### config.mk
export PLATFORM = sky130hd
export DESIGN_NAME = radio_seq
export DESIGN_NICKNAME = d
export VERILOG_FILES = /design/src/rtl/radio_seq_pkg.sv /design/src/rtl/rs_wait_timer.sv /design/src/rtl/rs_pin_sync.sv /design/src/rtl/rs_req_encoder.sv /design/src/rtl/radio_seq.sv
export SDC_FILE = /design/constraint.sdc
export NUM_CORES = 1
export LEC_CHECK = 0
export BUFFER_PORTS_ARGS = -buffer_cell sky130_fd_sc_hd__buf_2
export CAP_MARGIN = 20
export CELL_PAD_IN_SITES_DETAIL_PLACEMENT = 1
export CELL_PAD_IN_SITES_GLOBAL_PLACEMENT = 1
export CORE_ASPECT_RATIO = 1.2
export CORE_MARGIN = 3
export CORE_UTILIZATION = 43
export DETAILED_ROUTE_END_ITERATION = 7
export GPL_ROUTABILITY_DRIVEN = 1
export GPL_TIMING_DRIVEN = 0
export PLACE_DENSITY_LB_ADDON = 0.1
export SETUP_SLACK_MARGIN = 0.1
export SLEW_MARGIN = 20
export SYNTH_ARGS = -nofsm -noshare
export SYNTH_HDL_FRONTEND = slang
export SYNTH_SLANG_ARGS = --single-unit
### constraint.sdc
create_clock -name clk -period 4.5 [get_ports clk]
set_input_delay 0.9 -clock clk [delete_from_list [all_inputs] [get_ports clk]]
set_output_delay 0.9 -clock clk [all_outputs]
set_load 0.01 [all_outputs]
### src/rtl/radio_seq_pkg.sv
// Shared types for the radio sequencer: state codes, framer request kinds
// and radio register / strobe addresses used by the request encoder.
package radio_seq_pkg;

    typedef enum logic [4:0] {
        ST_PWR, ST_VREG, ST_RSTP, ST_SETTLE, ST_XOSC, ST_POLL,
        ST_CHAN, ST_MDM, ST_THR, ST_RXON, ST_RXWAIT, ST_IDLE,
        ST_RFOFF, ST_LOAD, ST_CCA, ST_TXON, ST_SFD, ST_HOLD, ST_DONE
    } seq_state_t;

    typedef enum logic [1:0] {
        RK_STROBE = 2'd0,
        RK_WRITE  = 2'd1,
        RK_LOAD   = 2'd2
    } req_kind_t;

    localparam logic [5:0] A_NOP    = 6'h00;
    localparam logic [5:0] A_XOSC   = 6'h01;
    localparam logic [5:0] A_RXON   = 6'h03;
    localparam logic [5:0] A_TXON   = 6'h04;
    localparam logic [5:0] A_RFOFF  = 6'h06;
    localparam logic [5:0] A_MDM    = 6'h11;
    localparam logic [5:0] A_CHAN   = 6'h18;
    localparam logic [5:0] A_THR    = 6'h1C;
    localparam logic [5:0] A_TXFIFO = 6'h3E;

endpackage

### src/rtl/rs_wait_timer.sv
// Shared wait counter. Counts while run is high; hit marks the last cycle of
// a window of 'limit' cycles and the count restarts, so back-to-back wait
// states each get a full window. Assumes limit >= 1.
module rs_wait_timer #(
    parameter int W = 8
) (
    input  logic         clk,
    input  logic         rst_n,
    input  logic         run,
    input  logic [W-1:0] limit,
    output logic         hit
);
    logic [W-1:0] count;

    assign hit = run && (count == limit - W'(1));

    // advance the window counter, clearing on idle or window end
    always_ff @(posedge clk) begin
        if (!rst_n || !run || hit) count <= '0;
        else                       count <= count + W'(1);
    end
endmodule

### src/rtl/rs_pin_sync.sv
// Two-flop synchroniser for N asynchronous status pins. Assumes each pin
// holds a level for at least two clock cycles.
module rs_pin_sync #(
    parameter int N = 2
) (
    input  logic         clk,
    input  logic         rst_n,
    input  logic [N-1:0] pin,
    output logic [N-1:0] lvl
);
    for (genvar i = 0; i < N; i++) begin : g_bit
        logic s1, s2;
        // two-stage capture of pin i
        always_ff @(posedge clk) begin
            if (!rst_n) begin
                s1 <= 1'b0;
                s2 <= 1'b0;
            end else begin
                s1 <= pin[i];
                s2 <= s1;
            end
        end
        assign lvl[i] = s2;
    end
endmodule

### src/rtl/rs_req_encoder.sv
// Maps the sequencer state to a framer request: kind, radio address and
// 16-bit write data. Combinational; assumes the state holds until req_ack.
module rs_req_encoder
    import radio_seq_pkg::*;
#(
    parameter int          CHAN_W    = 4,
    parameter logic [5:0]  FS_UPPER  = 6'h10,
    parameter int          CHAN_BASE = 357,
    parameter int          CHAN_STEP = 5,
    parameter logic [15:0] MDM_CFG   = 16'h0AE2,
    parameter logic [8:0]  THR_UPPER = 9'h000,
    parameter logic [6:0]  THRESH    = 7'd64
) (
    input  seq_state_t        st,
    input  logic [CHAN_W-1:0] chan,
    output logic              valid,
    output req_kind_t         kind,
    output logic [5:0]        addr,
    output logic [15:0]       data
);
    localparam logic [15:0] ADDR_FILT_OFF = 16'h0800;

    logic [9:0] chan_fld;
    assign chan_fld = 10'(CHAN_BASE) + 10'(CHAN_STEP) * 10'(chan);

    // decode the request implied by the current state
    always_comb begin
        valid = 1'b1;
        kind  = RK_STROBE;
        addr  = A_NOP;
        data  = 16'h0000;
        unique case (st)
            ST_XOSC:  addr = A_XOSC;
            ST_POLL:  addr = A_NOP;
            ST_RXON:  addr = A_RXON;
            ST_RFOFF: addr = A_RFOFF;
            ST_TXON:  addr = A_TXON;
            ST_CHAN: begin
                kind = RK_WRITE;
                addr = A_CHAN;
                data = {FS_UPPER, chan_fld};
            end
            ST_MDM: begin
                kind = RK_WRITE;
                addr = A_MDM;
                data = MDM_CFG & ~ADDR_FILT_OFF;
            end
            ST_THR: begin
                kind = RK_WRITE;
                addr = A_THR;
                data = {THR_UPPER, THRESH};
            end
            ST_LOAD: begin
                kind = RK_LOAD;
                addr = A_TXFIFO;
            end
            default: valid = 1'b0;
        endcase
    end
endmodule

### src/rtl/radio_seq.sv
// Radio power-up, retune and transmit sequencer. Drives regulator enable and
// radio reset, issues strobes / writes through a valid-ack framer port and
// times transmit completion from the start-of-frame pin. Assumes the framer
// performs the FIFO load itself and returns the status byte with req_ack.
module radio_seq
    import radio_seq_pkg::*;
#(
    parameter int          CLK_KHZ   = 25000,
    parameter int          SETTLE_MS = 2,
    parameter int          VREG_CYC  = 16,
    parameter int          RST_CYC   = 8,
    parameter int          TX_HOLD   = 64,
    parameter int          CHAN_W    = 4,
    parameter int          INIT_CHAN = 0,
    parameter logic [5:0]  FS_UPPER  = 6'h10,
    parameter int          CHAN_BASE = 357,
    parameter int          CHAN_STEP = 5,
    parameter logic [15:0] MDM_CFG   = 16'h0AE2,
    parameter bit          THRESH_EN = 1'b1,
    parameter logic [8:0]  THR_UPPER = 9'h000,
    parameter logic [6:0]  THRESH    = 7'd64,
    parameter int          OSC_BIT   = 6
) (
    input  logic              clk,
    input  logic              rst_n,
    input  logic              cmd_valid,
    input  logic              cmd_retune,
    input  logic [CHAN_W-1:0] cmd_chan,
    output logic              ready,
    output logic              done,
    output logic              vreg_en,
    output logic              rf_rst_n,
    input  logic              cca_pin,
    input  logic              sfd_pin,
    output logic              req_valid,
    output logic [1:0]        req_kind,
    output logic [5:0]        req_addr,
    output logic [15:0]       req_data,
    input  logic              req_ack,
    input  logic [7:0]        resp_status
);
    localparam int SETTLE_CYC = CLK_KHZ * SETTLE_MS;
    localparam int RXS_RAW    = (CLK_KHZ * 128 + 999) / 1000;
    localparam int RXS_CYC    = (RXS_RAW < 1) ? 1 : RXS_RAW;
    localparam int HOLD_CYC   = (TX_HOLD < 60) ? 60 : TX_HOLD;
    localparam int MAX_A      = (SETTLE_CYC > RXS_CYC) ? SETTLE_CYC : RXS_CYC;
    localparam int MAX_B      = (HOLD_CYC > VREG_CYC) ? HOLD_CYC : VREG_CYC;
    localparam int MAX_C      = (MAX_A > MAX_B) ? MAX_A : MAX_B;
    localparam int MAX_CYC    = (MAX_C > RST_CYC) ? MAX_C : RST_CYC;
    localparam int CNT_W      = $clog2(MAX_CYC + 1);

    seq_state_t        st, st_nxt;
    logic              in_init, is_tx;
    logic [CHAN_W-1:0] tgt_chan, cur_chan;
    logic [1:0]        pin_lvl;
    logic              cca_ok, sfd_lvl, sfd_prev, sfd_rise;
    logic              t_run, t_hit;
    logic [CNT_W-1:0]  t_lim;
    logic              osc_up, take_cmd;
    req_kind_t         enc_kind;
    logic              unused_status_bits;

    assign unused_status_bits = ^resp_status;
    assign osc_up   = resp_status[OSC_BIT];
    assign ready    = (st == ST_IDLE);
    assign done     = (st == ST_DONE);
    assign vreg_en  = (st != ST_PWR);
    assign rf_rst_n = (st != ST_RSTP);
    assign take_cmd = ready && cmd_valid;
    assign req_kind = enc_kind;

    rs_pin_sync #(.N(2)) u_sync (
        .clk   (clk),
        .rst_n (rst_n),
        .pin   ({sfd_pin, cca_pin}),
        .lvl   (pin_lvl)
    );
    assign cca_ok  = pin_lvl[0];
    assign sfd_lvl = pin_lvl[1];

    // remember the previous synchronised start-of-frame level
    always_ff @(posedge clk) begin
        if (!rst_n) sfd_prev <= 1'b0;
        else        sfd_prev <= sfd_lvl;
    end
    assign sfd_rise = sfd_lvl && !sfd_prev;

    // pick the window length for the current wait state
    always_comb begin
        t_run = 1'b1;
        t_lim = CNT_W'(1);
        unique case (st)
            ST_VREG:   t_lim = CNT_W'(VREG_CYC);
            ST_RSTP:   t_lim = CNT_W'(RST_CYC);
            ST_SETTLE: t_lim = CNT_W'(SETTLE_CYC);
            ST_RXWAIT: t_lim = CNT_W'(RXS_CYC);
            ST_HOLD:   t_lim = CNT_W'(HOLD_CYC);
            default:   t_run = 1'b0;
        endcase
    end

    rs_wait_timer #(.W(CNT_W)) u_timer (
        .clk   (clk),
        .rst_n (rst_n),
        .run   (t_run),
        .limit (t_lim),
        .hit   (t_hit)
    );

    rs_req_encoder #(
        .CHAN_W    (CHAN_W),
        .FS_UPPER  (FS_UPPER),
        .CHAN_BASE (CHAN_BASE),
        .CHAN_STEP (CHAN_STEP),
        .MDM_CFG   (MDM_CFG),
        .THR_UPPER (THR_UPPER),
        .THRESH    (THRESH)
    ) u_enc (
        .st    (st),
        .chan  (tgt_chan),
        .valid (req_valid),
        .kind  (enc_kind),
        .addr  (req_addr),
        .data  (req_data)
    );

    // next-state decision for the sequencer
    always_comb begin
        st_nxt = st;
        unique case (st)
            ST_PWR:    st_nxt = ST_VREG;
            ST_VREG:   if (t_hit) st_nxt = ST_RSTP;
            ST_RSTP:   if (t_hit) st_nxt = ST_SETTLE;
            ST_SETTLE: if (t_hit) st_nxt = ST_XOSC;
            ST_XOSC:   if (req_ack) st_nxt = ST_POLL;
            ST_POLL:   if (req_ack && osc_up) st_nxt = ST_CHAN;
            ST_CHAN:   if (req_ack) st_nxt = in_init ? ST_MDM : ST_RXON;
            ST_MDM:    if (req_ack) st_nxt = THRESH_EN ? ST_THR : ST_RXON;
            ST_THR:    if (req_ack) st_nxt = ST_RXON;
            ST_RXON:   if (req_ack) st_nxt = ST_RXWAIT;
            ST_RXWAIT: if (t_hit)
                           st_nxt = in_init ? ST_IDLE : (is_tx ? ST_LOAD : ST_DONE);
            ST_IDLE:   if (cmd_valid)
                           st_nxt = (cmd_retune || cmd_chan != cur_chan) ? ST_RFOFF : ST_LOAD;
            ST_RFOFF:  if (req_ack) st_nxt = ST_CHAN;
            ST_LOAD:   if (req_ack) st_nxt = ST_CCA;
            ST_CCA:    if (cca_ok) st_nxt = ST_TXON;
            ST_TXON:   if (req_ack) st_nxt = ST_SFD;
            ST_SFD:    if (sfd_rise) st_nxt = ST_HOLD;
            ST_HOLD:   if (t_hit) st_nxt = ST_DONE;
            ST_DONE:   st_nxt = ST_IDLE;
            default:   st_nxt = ST_PWR;
        endcase
    end

    // state register and command / channel bookkeeping
    always_ff @(posedge clk) begin
        if (!rst_n) begin
            st       <= ST_PWR;
            in_init  <= 1'b1;
            is_tx    <= 1'b0;
            tgt_chan <= CHAN_W'(INIT_CHAN);
            cur_chan <= CHAN_W'(INIT_CHAN);
        end else begin
            st <= st_nxt;
            if (take_cmd) begin
                tgt_chan <= cmd_chan;
                is_tx    <= !cmd_retune;
            end
            if (st == ST_CHAN && req_ack) cur_chan <= tgt_chan;
            if (st == ST_RXWAIT && t_hit) in_init <= 1'b0;
        end
    end
endmodule

==> flow_summary.toml <==
[status]
status = "completed"

[detailed_routing]
drc = 0
drt_first_pass_iters = 4
first_iter_violations = 155
via_per_inst = 5.64
wl_per_cell_um = 15.8
via_count = 2391
drt-total-wl_um = 6710
ant_nets = 0

[cts]
cts_inserted_buffers = 5
clk_latency_ps = 290
cts_tree = "done"
hold_buffers = 0
cts_root_buf = "clkbuf_8"
clk_pin_slew_ps = 70
cts_setup_buffers = 0
h-tree-depth = 2
cts_sinks = 36
cts_max_path_buffers = 2
cts_resized = 0

[die]
core-area_sq_mm = 0.00533
rows = 29
initial_core_util_pct = 44.9
die_x_um = 74.1
die_area_sq_mm = 0.00651
die_h_um = 87.8
ios = 48

[grt]
grt_max_degree = 12
grt-ovfl-total = 0
grt_antenna_before_repair = 0
grt_pass1_wl_um = 11300
grt_use_total_pct = 22.1
grt_pass1_vias = 2340

[timing]
tightestPinTransition_ps = 658
fin_worst_skew_ps = 7.97
fmax_mhz = 288
setup_viol = 0
hold_violations = 0
relSlewSlack_pct = 56.0
rsz0062_at_grt = "no"
post-route-min-period_ps = 3480
period_share_pct = 77.3
slew_violations = 0
setup_tns_ps = 0

[power_and_ir_drop]
leakage_nw = 1.16
vdd_drop_max_v = 0.000240
total_power_w = 0.00109
powerDensity_mw_per_mm2 = 396

[logic_synthesis]
yosysTopAreaCellShare_pct = 30.1
synth_async_sr_flop_share_pct = 0
synth-main-ff-cell = "dfxtp_1"
synthCells = 315
ys_ff_latch = 36
synth_area_leader_cell = "dfxtp_1"
ys_seq_area_share_pct = 30.1
synth.avg_cell_area_sq_um = 7.61
netlist_area_sq_mm = 0.00240
ys_warn_count = 0
synth.distinct_cells = 51
synthTopCellsByCount = "39 x nor2_1, 37 x nand2_1, 36 x dfxtp_1"
synth_top_cells_by_area = "dfxtp_1 30%, nor2_1 6.1%, nand2_1 5.8%"
synth_edf_count = 0
yosysMostFrequentCell = "nor2_1"

[final_layout]
drive_above_1_share_pct = 16.0
post-route-util_pct = 51.8
num-nets-final = 391
antennaDiodeCount = 0
areaGrowthSynthToFinish_pct = 15.3
fill_cells = 713

[worst_setup_path]
worstPathMaxFanout = 5
cp-start-kind = "flop"
reg2reg_from = "st[3]"
setup.worst_path.class = "flop to primary output"
reg2reg_depth = 7
worst_setup_path_end_kind = "primary output"
worstPathArrival_ps = 2580
r2r-end = "st[0]"
regToRegSetupSlack_ps = 2050
startpoint = "tgt_chan[3]"
cp.required_ps = 3600

[run]
maxCapViolCount = 0

[placement]
hpwl_um = 5280
place_congestion = 0.860
io_buffers = 35

[hold_path]
hold_end = "u_sync.g_bit[0].s2"
min-delay-start = "u_sync.g_bit[0].s1"
min_path_type = "flop to flop"
hold_depth = 1
## final cells by class
type	count	area [sq um]	area share [%]
Buffer	20	100	3.62
Clock buffer	7	86.3	3.12
Clock inverter	1	7.51	0.272
Inverter	12	45.0	1.63
Multi-Input combinational cell	251	1550	56.1
Sequential cell	36	721	26.1
Tap cell	62	77.6	2.81
Timing Repair Buffer	35	175	6.34
## report_power, final
part / internal, W / total, W / switching (W) / leakage (nW)
clock: 0.000124 / 0.000241 / 0.000117 / 0.0445
combinational: 0.000174 / 0.000487 / 0.000313 / 0.823
sequential: 0.000341 / 0.000366 / 0.0000257 / 0.292
total: 0.000639 / 0.00109 / 0.000456 / 1.16
## cells by family after synthesis
group,Yosys count,share of synthesized area [%]
simple gates,149,31.5
fa+ha+maj,11,5.74
xor+xnor,23,8.41
mux,6,2.51
other cells,1,0.157
flops,36,30.1
buf+inv,32,6.06
compound gates,57,15.5
## worst max-delay path by stage
stage	end	slack [ps]	cells past startpoint
CTS	req_data[7]	990	9
global placement	req_data[6]	1380	10
finish	req_data[7]	1020	9
floorplan	req_data[6]	1540	9
global route	req_data[6]	840	10
detailed placement	req_data[7]	1310	9
## registers in the layout, summed over array words and instances, names as in the netlist
register,cells
u_sync.g_bit.s2,2
tgt_chan,4
in_init,1
u_timer.count,16
cur_chan,4
u_sync.g_bit.s1,2
sfd_prev,1
st,5
is_tx,1
## through the flow
step / worst slack [ps] / area [sq um] / hold slack [ps] / instances
2_1_floorplan: 1540 / 2410 / 412 / 319
3_3_place_gp: 1380 / 2660 / 413 / 416
3_5_place_dp: 1310 / 2660 / 430 / 416
4_1_cts: 987 / 2760 / 442 / 424
5_1_grt: 844 / 2760 / 470 / 424
6_report: 1020 / 2760 / 436 / 424
## cell usage in the layout, fill, tap and decap left out, types with 3 or more instances in the layout
cell type,Yosys,layout
nand4_1,6,6
clkbuf_1,11,12
xnor2_1,11,11
conb_1,1,5
clkbuf_8,0,6
buf_4,6,6
or3_1,4,4
dfxtp_1,36,36
mux2i_1,6,6
nor2b_1,3,3
buf_2,2,37
and3_1,3,3
a31oi_1,4,4
nand2b_1,4,4
nor2_1,39,39
nand3_1,16,16
a21o_1,5,5
nand2_1,37,37
nor4_1,5,5
and2_1,9,9
ha_1,11,11
xor2_1,12,12
a21oi_1,17,17
a221oi_1,5,5
o21ai_0,10,10
nor3_1,9,9
inv_1,11,11
## metal layers
layer | share of wire, % | GRT usage (%) | up-vias
met5 | 0 | 0 | -
met4 | 1.1 | 6.10 | 0
met3 | 3.8 | 3.44 | 9
met2 | 52 | 38.7 | 54
met1 | 43 | 27.7 | 1138
li1 | - | - | 1190
## critical path: stages (launching register included)
cell	delay, ps
dfxtp_1	440
ha_1	280
ha_1	280
ha_1	340
a21o_1	170
a21o_1	200
a21oi_1	180
xnor2_1	80
o21ai_0	160
buf_2	160
No activity file was read; power rests on OpenSTA's default activity.
